### config.mk
export PLATFORM = sky130hd
export DESIGN_NAME = flash_op_status
export DESIGN_NICKNAME = d
export VERILOG_FILES = /design/src/rtl/flash_status_pkg.sv /design/src/rtl/fs_countdown.sv /design/src/rtl/fs_sector_sel.sv /design/src/rtl/flash_op_status.sv
export SDC_FILE = /design/constraint.sdc
export NUM_CORES = 1
export LEC_CHECK = 0
export ABC_CLOCK_PERIOD_IN_PS = 2200
export CAP_MARGIN = 15
export CELL_PAD_IN_SITES_DETAIL_PLACEMENT = 0
export CELL_PAD_IN_SITES_GLOBAL_PLACEMENT = 2
export CORE_MARGIN = 1
export CORE_UTILIZATION = 28
export CTS_CLUSTER_SIZE = 16
export DETAILED_ROUTE_END_ITERATION = 8
export PLACE_DENSITY = 0.75
export SLEW_MARGIN = 20
export SYNTH_ARGS = -nofsm -noshare
export SYNTH_HDL_FRONTEND = slang
export SYNTH_SLANG_ARGS = --single-unit
### constraint.sdc
create_clock -name clk_i -period 2.2 [get_ports clk_i]
set_input_delay 0.66 -clock clk_i [delete_from_list [all_inputs] [get_ports clk_i]]
set_output_delay 0.66 -clock clk_i [all_outputs]
set_load 0.05 [all_outputs]
### src/rtl/flash_status_pkg.sv
package flash_status_pkg;

  typedef enum logic [2:0] {
    ST_IDLE,
    ST_PROG,
    ST_WIN,
    ST_ERASE,
    ST_FAKE,
    ST_FAIL
  } fs_state_e;

  localparam int unsigned BIT_POLL = 7;
  localparam int unsigned BIT_TOG  = 6;
  localparam int unsigned BIT_FAIL = 5;
  localparam int unsigned BIT_WIN  = 3;

  function automatic int unsigned fs_max(input int unsigned a, input int unsigned b);
    return (a > b) ? a : b;
  endfunction

endpackage

### src/rtl/fs_countdown.sv
module fs_countdown #(
  parameter int unsigned CW = 8
) (
  input  logic          clk_i,
  input  logic          rst_ni,
  input  logic          load_i,
  input  logic [CW-1:0] load_val_i,
  input  logic          dec_i,
  output logic          last_o
);

  logic [CW-1:0] cnt_q, cnt_d;
  logic          cnt_en;

  always_comb begin
    cnt_en = load_i || (dec_i && (cnt_q != '0));
    cnt_d  = load_i ? load_val_i : cnt_q - CW'(1);
  end

  always_ff @(posedge clk_i or negedge rst_ni) begin
    if (!rst_ni)     cnt_q <= '0;
    else if (cnt_en) cnt_q <= cnt_d;
  end

  assign last_o = (cnt_q == CW'(1));

  AST_CNT_HOLD_ZERO: assert property (@(posedge clk_i) disable iff (!rst_ni)
    (!load_i && cnt_q == '0) |=> (cnt_q == '0));

endmodule

### src/rtl/fs_sector_sel.sv
module fs_sector_sel #(
  parameter int unsigned NSEC = 8,
  parameter int unsigned SW   = $clog2(NSEC)
) (
  input  logic            clk_i,
  input  logic            rst_ni,
  input  logic            clr_i,
  input  logic            all_i,
  input  logic            add_i,
  input  logic [SW-1:0]   add_sec_i,
  input  logic [NSEC-1:0] prot_i,
  output logic [NSEC-1:0] eff_o,
  output logic            none_o
);

  logic [NSEC-1:0] sel_q;

  for (genvar g = 0; g < NSEC; g++) begin : g_sec
    logic bit_q;
    logic bit_en;
    assign bit_en = clr_i || all_i || (add_i && (add_sec_i == SW'(g)));
    always_ff @(posedge clk_i or negedge rst_ni) begin
      if (!rst_ni)     bit_q <= 1'b0;
      else if (bit_en) bit_q <= !clr_i;
    end
    assign sel_q[g] = bit_q;
  end

  assign eff_o  = sel_q & ~prot_i;
  assign none_o = (eff_o == '0);

  AST_SEL_CLEARED: assert property (@(posedge clk_i) disable iff (!rst_ni)
    clr_i |=> (eff_o == '0));

endmodule

### src/rtl/flash_op_status.sv
module flash_op_status
  import flash_status_pkg::*;
#(
  parameter int unsigned NSEC    = 8,
  parameter int unsigned SW      = $clog2(NSEC),
  parameter int unsigned T_WIN   = 2500000,
  parameter int unsigned T_PFAKE = 100000,
  parameter int unsigned T_EFAKE = 5000000,
  parameter int unsigned T_PROG  = 350,
  parameter int unsigned T_ERASE = 50000000,
  parameter int unsigned T_PLIM  = 1000
) (
  input  logic            clk_i,
  input  logic            rst_ni,
  input  logic            prog_start_i,
  input  logic [SW-1:0]   prog_sec_i,
  input  logic [7:0]      prog_data_i,
  input  logic [7:0]      cell_data_i,
  input  logic            sec_erase_i,
  input  logic [SW-1:0]   erase_sec_i,
  input  logic            chip_erase_i,
  input  logic            other_cmd_i,
  input  logic            reset_cmd_i,
  input  logic            rd_i,
  input  logic [NSEC-1:0] prot_mask_i,
  output logic [7:0]      status_o,
  output logic            busy_o,
  output logic            erase_go_o,
  output logic [NSEC-1:0] erase_mask_o
);

  localparam int unsigned TMAX = fs_max(fs_max(fs_max(T_WIN, T_PFAKE), fs_max(T_EFAKE, T_PROG)),
                                        fs_max(T_ERASE, T_PLIM));
  localparam int unsigned CW   = $clog2(TMAX + 1);

  fs_state_e     st_q, st_d;
  logic          d7_q, d7_d, kind_q, kind_d, bad_q, bad_d, tog_q, go_q, go_d;
  logic          ld, tmr_last, tmr_dec, sel_clr, sel_all, sel_add, sel_none;
  logic [CW-1:0] ldv;

  fs_countdown #(.CW(CW)) u_tmr (
    .clk_i(clk_i), .rst_ni(rst_ni), .load_i(ld), .load_val_i(ldv),
    .dec_i(tmr_dec), .last_o(tmr_last)
  );

  fs_sector_sel #(.NSEC(NSEC), .SW(SW)) u_sel (
    .clk_i(clk_i), .rst_ni(rst_ni), .clr_i(sel_clr), .all_i(sel_all),
    .add_i(sel_add), .add_sec_i(erase_sec_i), .prot_i(prot_mask_i),
    .eff_o(erase_mask_o), .none_o(sel_none)
  );

  // next-state logic
  always_comb begin
    st_d    = st_q;
    d7_d    = d7_q;
    kind_d  = kind_q;
    bad_d   = bad_q;
    go_d    = 1'b0;
    ld      = 1'b0;
    ldv     = '0;
    sel_all = 1'b0;
    sel_add = 1'b0;
    unique case (st_q)
      ST_IDLE: begin
        if (prog_start_i) begin
          d7_d   = prog_data_i[7];
          kind_d = 1'b0;
          ld     = 1'b1;
          if (prot_mask_i[prog_sec_i]) begin
            st_d = ST_FAKE;
            ldv  = CW'(T_PFAKE);
          end else if ((prog_data_i & ~cell_data_i) != 8'h00) begin
            st_d  = ST_PROG;
            bad_d = 1'b1;
            ldv   = CW'(T_PLIM);
          end else begin
            st_d  = ST_PROG;
            bad_d = 1'b0;
            ldv   = CW'(T_PROG);
          end
        end else if (chip_erase_i) begin
          d7_d    = 1'b1;
          kind_d  = 1'b1;
          sel_all = 1'b1;
          ld      = 1'b1;
          if (&prot_mask_i) begin
            st_d = ST_FAKE;
            ldv  = CW'(T_EFAKE);
          end else begin
            st_d = ST_ERASE;
            ldv  = CW'(T_ERASE);
            go_d = 1'b1;
          end
        end else if (sec_erase_i) begin
          d7_d    = 1'b1;
          kind_d  = 1'b1;
          sel_add = 1'b1;
          ld      = 1'b1;
          ldv     = CW'(T_WIN);
          st_d    = ST_WIN;
        end
      end
      ST_PROG: if (tmr_last) st_d = bad_q ? ST_FAIL : ST_IDLE;
      ST_WIN: begin
        if (other_cmd_i || reset_cmd_i) begin
          st_d = ST_IDLE;
        end else if (sec_erase_i) begin
          sel_add = 1'b1;
          ld      = 1'b1;
          ldv     = CW'(T_WIN);
        end else if (tmr_last) begin
          ld = 1'b1;
          if (sel_none) begin
            st_d = ST_FAKE;
            ldv  = CW'(T_EFAKE);
          end else begin
            st_d = ST_ERASE;
            ldv  = CW'(T_ERASE);
            go_d = 1'b1;
          end
        end
      end
      ST_ERASE: if (tmr_last) st_d = ST_IDLE;
      ST_FAKE:  if (tmr_last) st_d = ST_IDLE;
      ST_FAIL:  if (reset_cmd_i) st_d = ST_IDLE;
      default:  st_d = ST_IDLE;
    endcase
    sel_clr = (st_d == ST_IDLE);
    tmr_dec = (st_q != ST_IDLE) && (st_q != ST_FAIL) && !ld;
  end

  // state registers
  always_ff @(posedge clk_i or negedge rst_ni) begin
    if (!rst_ni) begin
      st_q   <= ST_IDLE;
      d7_q   <= 1'b1;
      kind_q <= 1'b0;
      bad_q  <= 1'b0;
      go_q   <= 1'b0;
    end else begin
      st_q   <= st_d;
      d7_q   <= d7_d;
      kind_q <= kind_d;
      bad_q  <= bad_d;
      go_q   <= go_d;
    end
  end

  always_ff @(posedge clk_i or negedge rst_ni) begin
    if (!rst_ni)               tog_q <= 1'b0;
    else if (rd_i && busy_o)   tog_q <= !tog_q;
  end

  always_comb begin
    busy_o             = (st_q != ST_IDLE);
    erase_go_o         = go_q;
    status_o           = 8'h00;
    status_o[BIT_POLL] = (st_q == ST_IDLE) ? d7_q : !d7_q;
    status_o[BIT_TOG]  = tog_q;
    status_o[BIT_FAIL] = (st_q == ST_FAIL);
    status_o[BIT_WIN]  = kind_q && ((st_q == ST_ERASE) || (st_q == ST_FAKE));
  end

  AST_TOG_FLIP_ON_READ: assert property (@(posedge clk_i) disable iff (!rst_ni)
    (busy_o && rd_i) |=> (status_o[BIT_TOG] != $past(status_o[BIT_TOG])));
  AST_TOG_FROZEN_IDLE: assert property (@(posedge clk_i) disable iff (!rst_ni)
    (!busy_o) |=> $stable(status_o[BIT_TOG]));
  AST_FAIL_STICKY: assert property (@(posedge clk_i) disable iff (!rst_ni)
    (status_o[BIT_FAIL] && !reset_cmd_i) |=> status_o[BIT_FAIL]);
  AST_WIN_CANCEL: assert property (@(posedge clk_i) disable iff (!rst_ni)
    ((st_q == ST_WIN) && (other_cmd_i || reset_cmd_i)) |=> !busy_o);
  AST_GO_MASK_NONZERO: assert property (@(posedge clk_i) disable iff (!rst_ni)
    erase_go_o |-> (erase_mask_o != '0));
  AST_GO_SINGLE: assert property (@(posedge clk_i) disable iff (!rst_ni)
    erase_go_o |=> !erase_go_o);
  AST_PROG_KEEPS_BUSY: assert property (@(posedge clk_i) disable iff (!rst_ni)
    ((st_q == ST_PROG) && !tmr_last) |=> busy_o);

endmodule

# Word level (Yosys, flattened, before mapping)
# Cells that the tools add are included.
# word_totals
ramBits	0
mem_count	0
latchBits	0
wordCells	133
out_inout_bits	18
mem_bits_ro	0
regBits	42
# classes
bitwise	5
reduce_logical	41
eq_ne	14
multipliers	0
add_sub_neg	1
n_lt_le_gt_ge	1
shifts	0
div_mod_pow	0
muxes	56
# ops
operator	n
$mux 26	8
$pmux 26 s2	1
$mux 3	13
$eq 26x1->1 const B	1
$mux 1	26
$reduce_bool 26->1	1
$sub 26x1->26 const B	1
$mux 22	1
$eq 3x3->1 const B	6
$mux 17	1
$and 8x8->8	2
$not 8->8	2
$pmux 3 s5	1
$logic_and 1x1->1	13
$eq 3x2->1 const B	4
$logic_or 1x1->1	12
$mux 10	1
$logic_not 3->1	3
$logic_not 8->1	1
$reduce_and 8->1	1
$reduce_bool 8->1	1
$eq 3x1->1 const B	2
$pmux 1 s2	3
$reduce_bool 3->1	2
other kinds (8)	11

# Longest topological paths before layout
# Gate-level depths: netlist (run 1).
# depth
word_depth	11
mapped_depth	10
depth_no_buf	8

# Cells and area by module
# Synthesis (run 1) repeated with hierarchy kept, for this count alone.
# hier_totals
hier_cells	345
area_unflattened_um2	3059.2
# modules_own_cells
mod	area_per_inst_um2	n_inst	cells_each	seq_area_each_um2
fs_countdown	1710.4	1	184	650.6
flash_op_status	928.4	1	119	201.4
fs_sector_sel	420.4	1	42	200.2

# Worst setup path before layout (run 1)
# OpenSTA, ideal clock, no wires.
# synth_path
path_type	input to register
from	in prot_mask_i[0]
to	reg u_tmr.cnt_q[12]
n_path_buf	0
setup_slack_ns	-0.239
setup_ns	0.065
arrival_ns	2.374
stages	6
cell_sequence	nor2b_1 or4_1 nor2_1 or3_4 a31oi_1 o22a_1
# synth_between
elab_chain_cells	9
# synth_rtl
item	line	text
start: declaration	flash_op_status.sv:25	input logic [NSEC-1:0] prot_mask_i,
$not 8->8	fs_sector_sel.sv:29	assign eff_o = sel_q & ~prot_i;
$and 8x8->8	fs_sector_sel.sv:29	
$logic_not 8->1	fs_sector_sel.sv:30	assign none_o = (eff_o == '0);
$mux 26	flash_op_status.sv:113	if (sel_none) begin
$mux 26	flash_op_status.sv:111	end else if (tmr_last) begin
$mux 26	flash_op_status.sv:107	end else if (sec_erase_i) begin
$mux 26	flash_op_status.sv:105	if (other_cmd_i || reset_cmd_i) begin
$pmux 26 s2 *	flash_op_status.sv:63	unique case (st_q)
$mux 26 *	fs_countdown.sv:17	cnt_d = load_i ? load_val_i : cnt_q - CW'(1);
end signal: assignment	fs_countdown.sv:22	else if (cnt_en) cnt_q <= cnt_d;
end: declaration	fs_countdown.sv:12	logic [CW-1:0] cnt_q, cnt_d;
# Every way passes the cells marked *; elsewhere a longest branch is shown, timed or not.
# A chain may end at the register's enable or synchronous reset.

# Final worst setup path (run 1)
# layout_path
from	reg u_tmr.cnt_q[10]
to	reg u_tmr.cnt_q[12]
# layout_between
elab_chain_cells	9
# layout_rtl
item	line	text
$eq 26x1->1	fs_countdown.sv:25	assign last_o = (cnt_q == CW'(1));
$mux 1	flash_op_status.sv:111	
$mux 1	flash_op_status.sv:107	
$mux 1	flash_op_status.sv:105	
$pmux 1 s2	flash_op_status.sv:63	
$logic_not 1->1	flash_op_status.sv:129	tmr_dec = (st_q != ST_IDLE) && (st_q != ST_FAIL) && !ld;
$logic_and 1x1->1	flash_op_status.sv:129	
$logic_and 1x1->1	fs_countdown.sv:16	cnt_en = load_i || (dec_i && (cnt_q != '0));
$logic_or 1x1->1	fs_countdown.sv:16	
# Several ways; a longest one is shown, not always the timed one.

==> flow_summary.ini, run 1 <==
[timing]
finalHoldViolations = 0
worst_slack_ns = -0.05227
hold_slack_ns = 0.3165
max_freq_ghz = 0.4440
finalSetupViolCount = 10
rsz0062_at_grt = yes
slew_viol_final = 0
fin_crit_sh = 1.024
fin_worst_skew_ns = 0.01288
fin_crit_ns = 2.252

[yosys]
synth-edff-count = 0
synth.most_common_cell = dfrtp_1
syn_inst = 341
synth_area_leader_cell = dfrtp_1
synthArstFlopShare = 1.000
ys.warnings.count = 0
synth_commonest_cells = 41 x dfrtp_1, 27 x nand2_1, 24 x inv_1, 24 x nor2_1, 23 x a21oi_1
syn_area_um2 = 2954
synth_area_leaders = dfrtp_1 35%, a21oi_1 3.9%, nand2_1 3.4%
synth_seq_cells = 42
seq_area_frac_synth = 0.3562
ys_types = 66
synth_top_cell_area_share = 0.3473
synthFlopType = dfrtp_1
syn_area_per_cell_um2 = 8.663

[floorplanning]
rows = 37
core_area_um2 = 10280
die_area_um2 = 10970
die_w_um = 104.7
initial_utilization = 0.2874
io_pins = 56
fp.dieH_um = 104.7

[global_routing]
grt_pass1_vias = 3317
met1_usage = 0.2479
grt_start_max_net_pins = 43
use_met3 = 0.02870
grt_pass1_wl_mm = 16.84
grt_use_met2 = 0.3278
top_usage_layer = met2
antenna_found_initial = 0
overflow = 0
grt_util_all_layers = 0.1920

[critical_path]
crit_fanout = 5
endpoint_kind = flop
start_kind = flop
arrival_ns = 2.51
path_class = reg -> reg
r2r_slack_ns = -0.05
required_ns = 2.46

[cts]
clock_path_buffers = 2
clk_latency_ns = 0.31
holdBufCountCts = 0
cts_tree = built
root_buffer = clkbuf_8
cts_max_level = 2
cts.clk_slew.worst_paths_ns = 0.09
clock-sinks = 42
cts-buffers-inserted = 5

[route]
drt-wirelength-per-cell_um = 17.15
first_pass_iters = 5
routed_wl_mm = 11.32
route.detailed.drc = 0
vias = 3479
drtIter0Drc = 167
ant_nets = 0
via_per_inst = 5.271

[pwr]
leakagePower_uw = 0.002340
power-per-cell-area_nw_per_um2 = 845.5
vdd_drop_max_uv = 474.1

[final_layout]
final_core_util = 0.5233
nFillCells = 945
n_antenna_cell = 0
multi_input_area_um2 = 2178
drive_gt1_frac = 0.4752
area_growth_pct = 82.04
fin_nets = 564
register_area_um2 = 1052

[placement]
place_hpwl_mm = 8.029
io_buffers = 51
place.gp.congestion = 0.8719

[run]
drv_cap = 0

[status]
outcome = finished with violations
violations = setup timing

[worst_hold_path]
hold_class = in -> async
## cells in the final DEF, fill, tap and decap left out, types with 9 or more instances in the layout
master / n
buf_4: 121
clkdlybuf4s50_1: 25
buf_12: 15
nor2_1: 19
inv_1: 21
a21oi_1: 10
dfrtp_1: 41
dlygate4sd2_1: 9
buf_6: 13
a21oi_2: 13
nand2_1: 25
## sequential cells by signal, indices dropped and copies added (netlist names)
| register | cells |
|---|---|
| u_sel.g_sec.bit_q | 8 |
| tog_q | 1 |
| d7_q | 1 |
| erase_go_o | 1 |
| u_tmr.cnt_q | 26 |
| bad_q | 1 |
| st_q | 3 |
| kind_q | 1 |
## area by class of cell
class	instances	area share
well taps	136	0.03164
repair buffers	190	0.3304
clock inverters	2	0.006980
multi-input cells	260	0.4051
flip-flops and latches	42	0.1957
inverters	24	0.01675
clock buffers	6	0.01349
## critical path, stage by stage, from the launching register on
cell     delay, ns
dfrtp_1       0.42
nor4_4        0.42
nand4_4       0.21
or3_4         0.47
or3_4         0.37
a31oi_2       0.18
o22a_1        0.13
## cells by family (layout without fill, tap and decap cells)
| group | Yosys count | count (layout) | synth area share |
|---|---|---|---|
| and+or+nand+nor | 132 | 132 | 0.2575 |
| adders and majority gates | 3 | 3 | 0.01271 |
| AOI/OAI and AO/OA | 101 | 102 | 0.2473 |
| other | 1 | 4 | 0.001269 |
| muxes | 6 | 6 | 0.02075 |
| xor gates and xnor gates | 13 | 13 | 0.03854 |
| buffers and inverters | 43 | 222 | 0.06565 |
| DFF | 42 | 42 | 0.3562 |
## where the power goes
part	leakage, uW	switching [uW]	total, uW	internal (uW)
Combinational	0.00177	1200	2500	1300
Clock	0.0000514	308	648	340
Sequential	0.000518	297	1400	1100
## worst paths after layout
kind | startpoint | endpoint | cells after the start
min in group clk_i | tog_q$_DFFE_PN0P_ | tog_q$_DFFE_PN0P_ | 1
hold / removal | rst_ni | u_tmr.cnt_q[3]$_DFFE_PN0P_ | 2
max in group asynchronous | rst_ni | d7_q$_DFFE_PN1P_ | 2
hold reg to reg | tog_q$_DFFE_PN0P_ | tog_q$_DFFE_PN0P_ | 1
setup / recovery | u_tmr.cnt_q[10]$_DFFE_PN0P_ | u_tmr.cnt_q[12]$_DFFE_PN0P_ | 6
setup reg to reg | u_tmr.cnt_q[10]$_DFFE_PN0P_ | u_tmr.cnt_q[12]$_DFFE_PN0P_ | 6
## routing by layer
metal | routed length (um) | share of wire
met5 | 0 | 0
met1 | 5070 | 0.45
met2 | 5472 | 0.48
met4 | 258 | 0.023
met3 | 518 | 0.046
## through the flow
| stage | power, uW | instances | setup WS [ns] | setup TNS (ns) | instance area, um^2 |
|---|---|---|---|---|---|
| floorplan | 2481 | 344 | 0.006015 | 0 | 3033 |
| global placement | 3555 | 622 | -0.5691 | -18.90 | 4573 |
| detailed placement | 3578 | 622 | -0.5773 | -19.26 | 4573 |
| CTS | 4366 | 640 | -0.01535 | -0.02543 | 4915 |
| global route | 4785 | 660 | -0.1401 | -2.160 | 5378 |
| finish | 4547 | 660 | -0.05227 | -0.2796 | 5378 |
## what timing repair did
action	CTS	global route
setup buffers	10	16
gates cloned	0	4
setup endpoints to repair	42	38
resized for setup	45	61
pin swaps	14	26
No activity file was read; power rests on OpenSTA's default activity.
==> run 2: changes to the inputs <==
--- a/config.mk
+++ b/config.mk
@@ -13,6 +13,7 @@
 export CORE_UTILIZATION = 28
 export CTS_CLUSTER_SIZE = 16
 export DETAILED_ROUTE_END_ITERATION = 8
+export GPL_ROUTABILITY_DRIVEN = 0
 export PLACE_DENSITY = 0.75
 export SLEW_MARGIN = 20
 export SYNTH_ARGS = -nofsm -noshare
==> results of run 2 <==
Final layout, timing and power as in run 1 (identical DEF).
==> run 3: changes to the inputs <==
--- a/config.mk
+++ b/config.mk
@@ -10,12 +10,12 @@
 export CELL_PAD_IN_SITES_DETAIL_PLACEMENT = 0
 export CELL_PAD_IN_SITES_GLOBAL_PLACEMENT = 2
 export CORE_MARGIN = 1
-export CORE_UTILIZATION = 28
-export CTS_CLUSTER_SIZE = 16
+export CORE_UTILIZATION = 29
 export DETAILED_ROUTE_END_ITERATION = 8
 export GPL_ROUTABILITY_DRIVEN = 0
-export PLACE_DENSITY = 0.75
+export PLACE_DENSITY = 0.76
 export SLEW_MARGIN = 20
 export SYNTH_ARGS = -nofsm -noshare
 export SYNTH_HDL_FRONTEND = slang
+export SYNTH_HIERARCHICAL = 1
 export SYNTH_SLANG_ARGS = --single-unit
==> run 3 against run 2 <==
Compared with the run above:
- the flow still finishes with violations (setup timing)
- maximum frequency shrank 10%
- worst setup slack got worse by 0.26 ns
- worst hold slack better by 0.017 ns
- critical path depth rose by 6
- wire length fell by 8.7%
- non-clock buffer count up 6
- final cell count up 0.91%
- register-to-register slack lost 0.26 ns
- largest power group unchanged
==> flow_summary.ini, run 3 <==
[status]
outcome = finished with violations
violations = setup timing

[critical_path]
reg2reg_from = u_tmr/cnt_q[6]$_DFFE_PN0P_
crit_fanout = 8
arrival_ns = 2.71
path_class = reg -> reg
r2r_cells = 12
required_ns = 2.40
endpoint_kind = flop
crit_path_end = u_sel/g_sec[1].bit_q$_DFFE_PN0P_
r2r_slack_ns = -0.31
startpoint = u_tmr/cnt_q[6]$_DFFE_PN0P_
r2r-end = u_sel/g_sec[1].bit_q$_DFFE_PN0P_
start_kind = flop

[run]
drv_cap = 0

[floorplanning]
die_w_um = 104.7
rows = 37
initial_utilization = 0.2977
fp.dieH_um = 104.7
die_area_um2 = 10960
core_area_um2 = 10280
io_pins = 56

[timing]
tns_ns = -6.685
worst_slack_ns = -0.3076
finalHoldViolations = 0
slew_viol_final = 0
max_freq_ghz = 0.3988
hold_slack_ns = 0.3332
tightest_slew_ns = 0.5485
finalSetupViolCount = 36
fin_worst_skew_ns = 0.006462
fin_crit_sh = 1.140
max-slew-margin-rel = 0.6343
fin_crit_ns = 2.508
rsz0062_at_grt = yes

[route]
route.detailed.drc = 0
routed_wl_mm = 10.34
first_pass_iters = 4
via_per_inst = 5.012
vias = 3338
ant_nets = 0
drtIter0Drc = 80
drt-wirelength-per-cell_um = 15.52

[pwr]
power-per-cell-area_nw_per_um2 = 1326
vdd_drop_max_uv = 822.7
leakagePower_uw = 0.002396

[final_layout]
nFillCells = 994
layout_common_cells = 128 x buf_4, 39 x dfrtp_1, 31 x nor2_1
largest_register_ffs = 26
area_growth_pct = 77.67
top_register = u_tmr/cnt_q
drive_gt1_frac = 0.5038
final_common_cell = buf_4
fin_nets = 569
reg_top3 = u_tmr/cnt_q x26, u_sel/g_sec.bit_q x8, st_q x3
n_antenna_cell = 0
final_core_util = 0.5289
final_cells = 666

[global_routing]
antenna_found_initial = 0
grt_start_max_net_pins = 24
grt_pass1_wl_mm = 16.78
overflow = 0
grt_pass1_vias = 3481
grt_use_met2 = 0.3500
use_met3 = 0.03493
grt_util_all_layers = 0.1935
met1_usage = 0.2306
top_usage_layer = met2

[placement]
io_buffers = 51
post-place-ws_ns = -0.7810
dpl.cell_count = 637
place_hpwl_mm = 7.734

[yosys]
synth_area_leaders = dfrtp_1 34%, nor2_1 4.4%, nand2_1 3.4%
ys_types = 71
ys.warnings.count = 6
syn_inst = 345
syn_area_um2 = 3059
synth_area_leader_cell = dfrtp_1
synth-edff-count = 0
synth_seq_cells = 42
synth_top_cell_area_share = 0.3354
synth_commonest_cells = 41 x dfrtp_1, 36 x nor2_1, 28 x nand2_1
synthArstFlopShare = 1.000
synthFlopType = dfrtp_1
synth.most_common_cell = dfrtp_1
seq_area_frac_synth = 0.3440
syn_area_per_cell_um2 = 8.867

[cts]
clock-sinks = 42
cts_max_level = 2
cts.clk_slew.worst_paths_ns = 0.09
holdBufCountCts = 0
cts_tree = built
cts-buffers-inserted = 5
clock_path_buffers = 2
root_buffer = clkbuf_8
clk_latency_ns = 0.31

[worst_hold_path]
hold_class = in -> async
run 3: worst min path at each step:
stage | start | slack (ns) | cells after the start | endpoint
2_1_floorplan | rst_ni | 0.36 | 0 | bad_q$_DFFE_PN0P_
3_3_place_gp | tog_q$_DFFE_PN0P_ | 0.46 | 1 | tog_q$_DFFE_PN0P_
3_5_place_dp | tog_q$_DFFE_PN0P_ | 0.48 | 1 | tog_q$_DFFE_PN0P_
4_1_cts | rst_ni | 0.34 | 1 | st_q[2]$_DFF_PN0_
5_1_grt | rst_ni | 0.36 | 1 | st_q[2]$_DFF_PN0_
6_report | rst_ni | 0.33 | 1 | u_tmr/cnt_q[1]$_DFFE_PN0P_
run 3: metal layers:
layer | part of all wire | vias to the layer above
met5 | 0 | -
met4 | 0.0090 | 0
met3 | 0.033 | 8
met2 | 0.52 | 69
met1 | 0.44 | 1615
li1 | - | 1646
run 3: layout make-up:
type | instances | area [um^2] | area share
clock buffer | 6 | 82.58 | 0.01519
tap | 136 | 170.2 | 0.03131
sequential | 42 | 1055 | 0.1941
multi-input combinational | 270 | 2256 | 0.4151
clock inverter | 2 | 60.06 | 0.01105
timing repair buffer | 196 | 1749 | 0.3218
inverter | 14 | 62.56 | 0.01151
run 3: repair_timing:
action	in CTS	in global routing
gates resized for setup	78	41
pin swaps	29	22
buffers inserted	18	5
endpoints found under the setup margin	49	41
run 3: critical path, stage by stage (launching register included):
cell     delay (ns)
dfrtp_1        0.42
nor4_4         0.34
nand2_2        0.12
nor4_4         0.20
buf_4          0.18
buf_6          0.11
mux2i_1        0.06
a32oi_1        0.16
nor2_1         0.08
or3_4          0.34
nor3_2         0.13
buf_4          0.19
nor2_1         0.06
run 3: where the power goes:
part           switching, uW  internal, uW
Sequential               260          1110
Combinational           2460          2580
Clock                    307           485
Total                   3030          4180
run 3: cell families after synthesis:
kind of cell / share of synthesized area
other: 0.001226
DFF: 0.3440
buffers and inverters: 0.06053
xor gates and xnor gates: 0.02577
AOI/OAI and AO/OA: 0.2160
and+or+nand+nor: 0.3084
muxes: 0.03599
adders and majority gates: 0.008179
run 3: per-stage QoR:
step           total power [uW]  cell area [um^2]
2_1_floorplan              3734              3288
3_3_place_gp               5590              4840
3_5_place_dp               5663              4840
4_1_cts                    6913              5233
5_1_grt                    7669              5435
6_report                   7205              5435
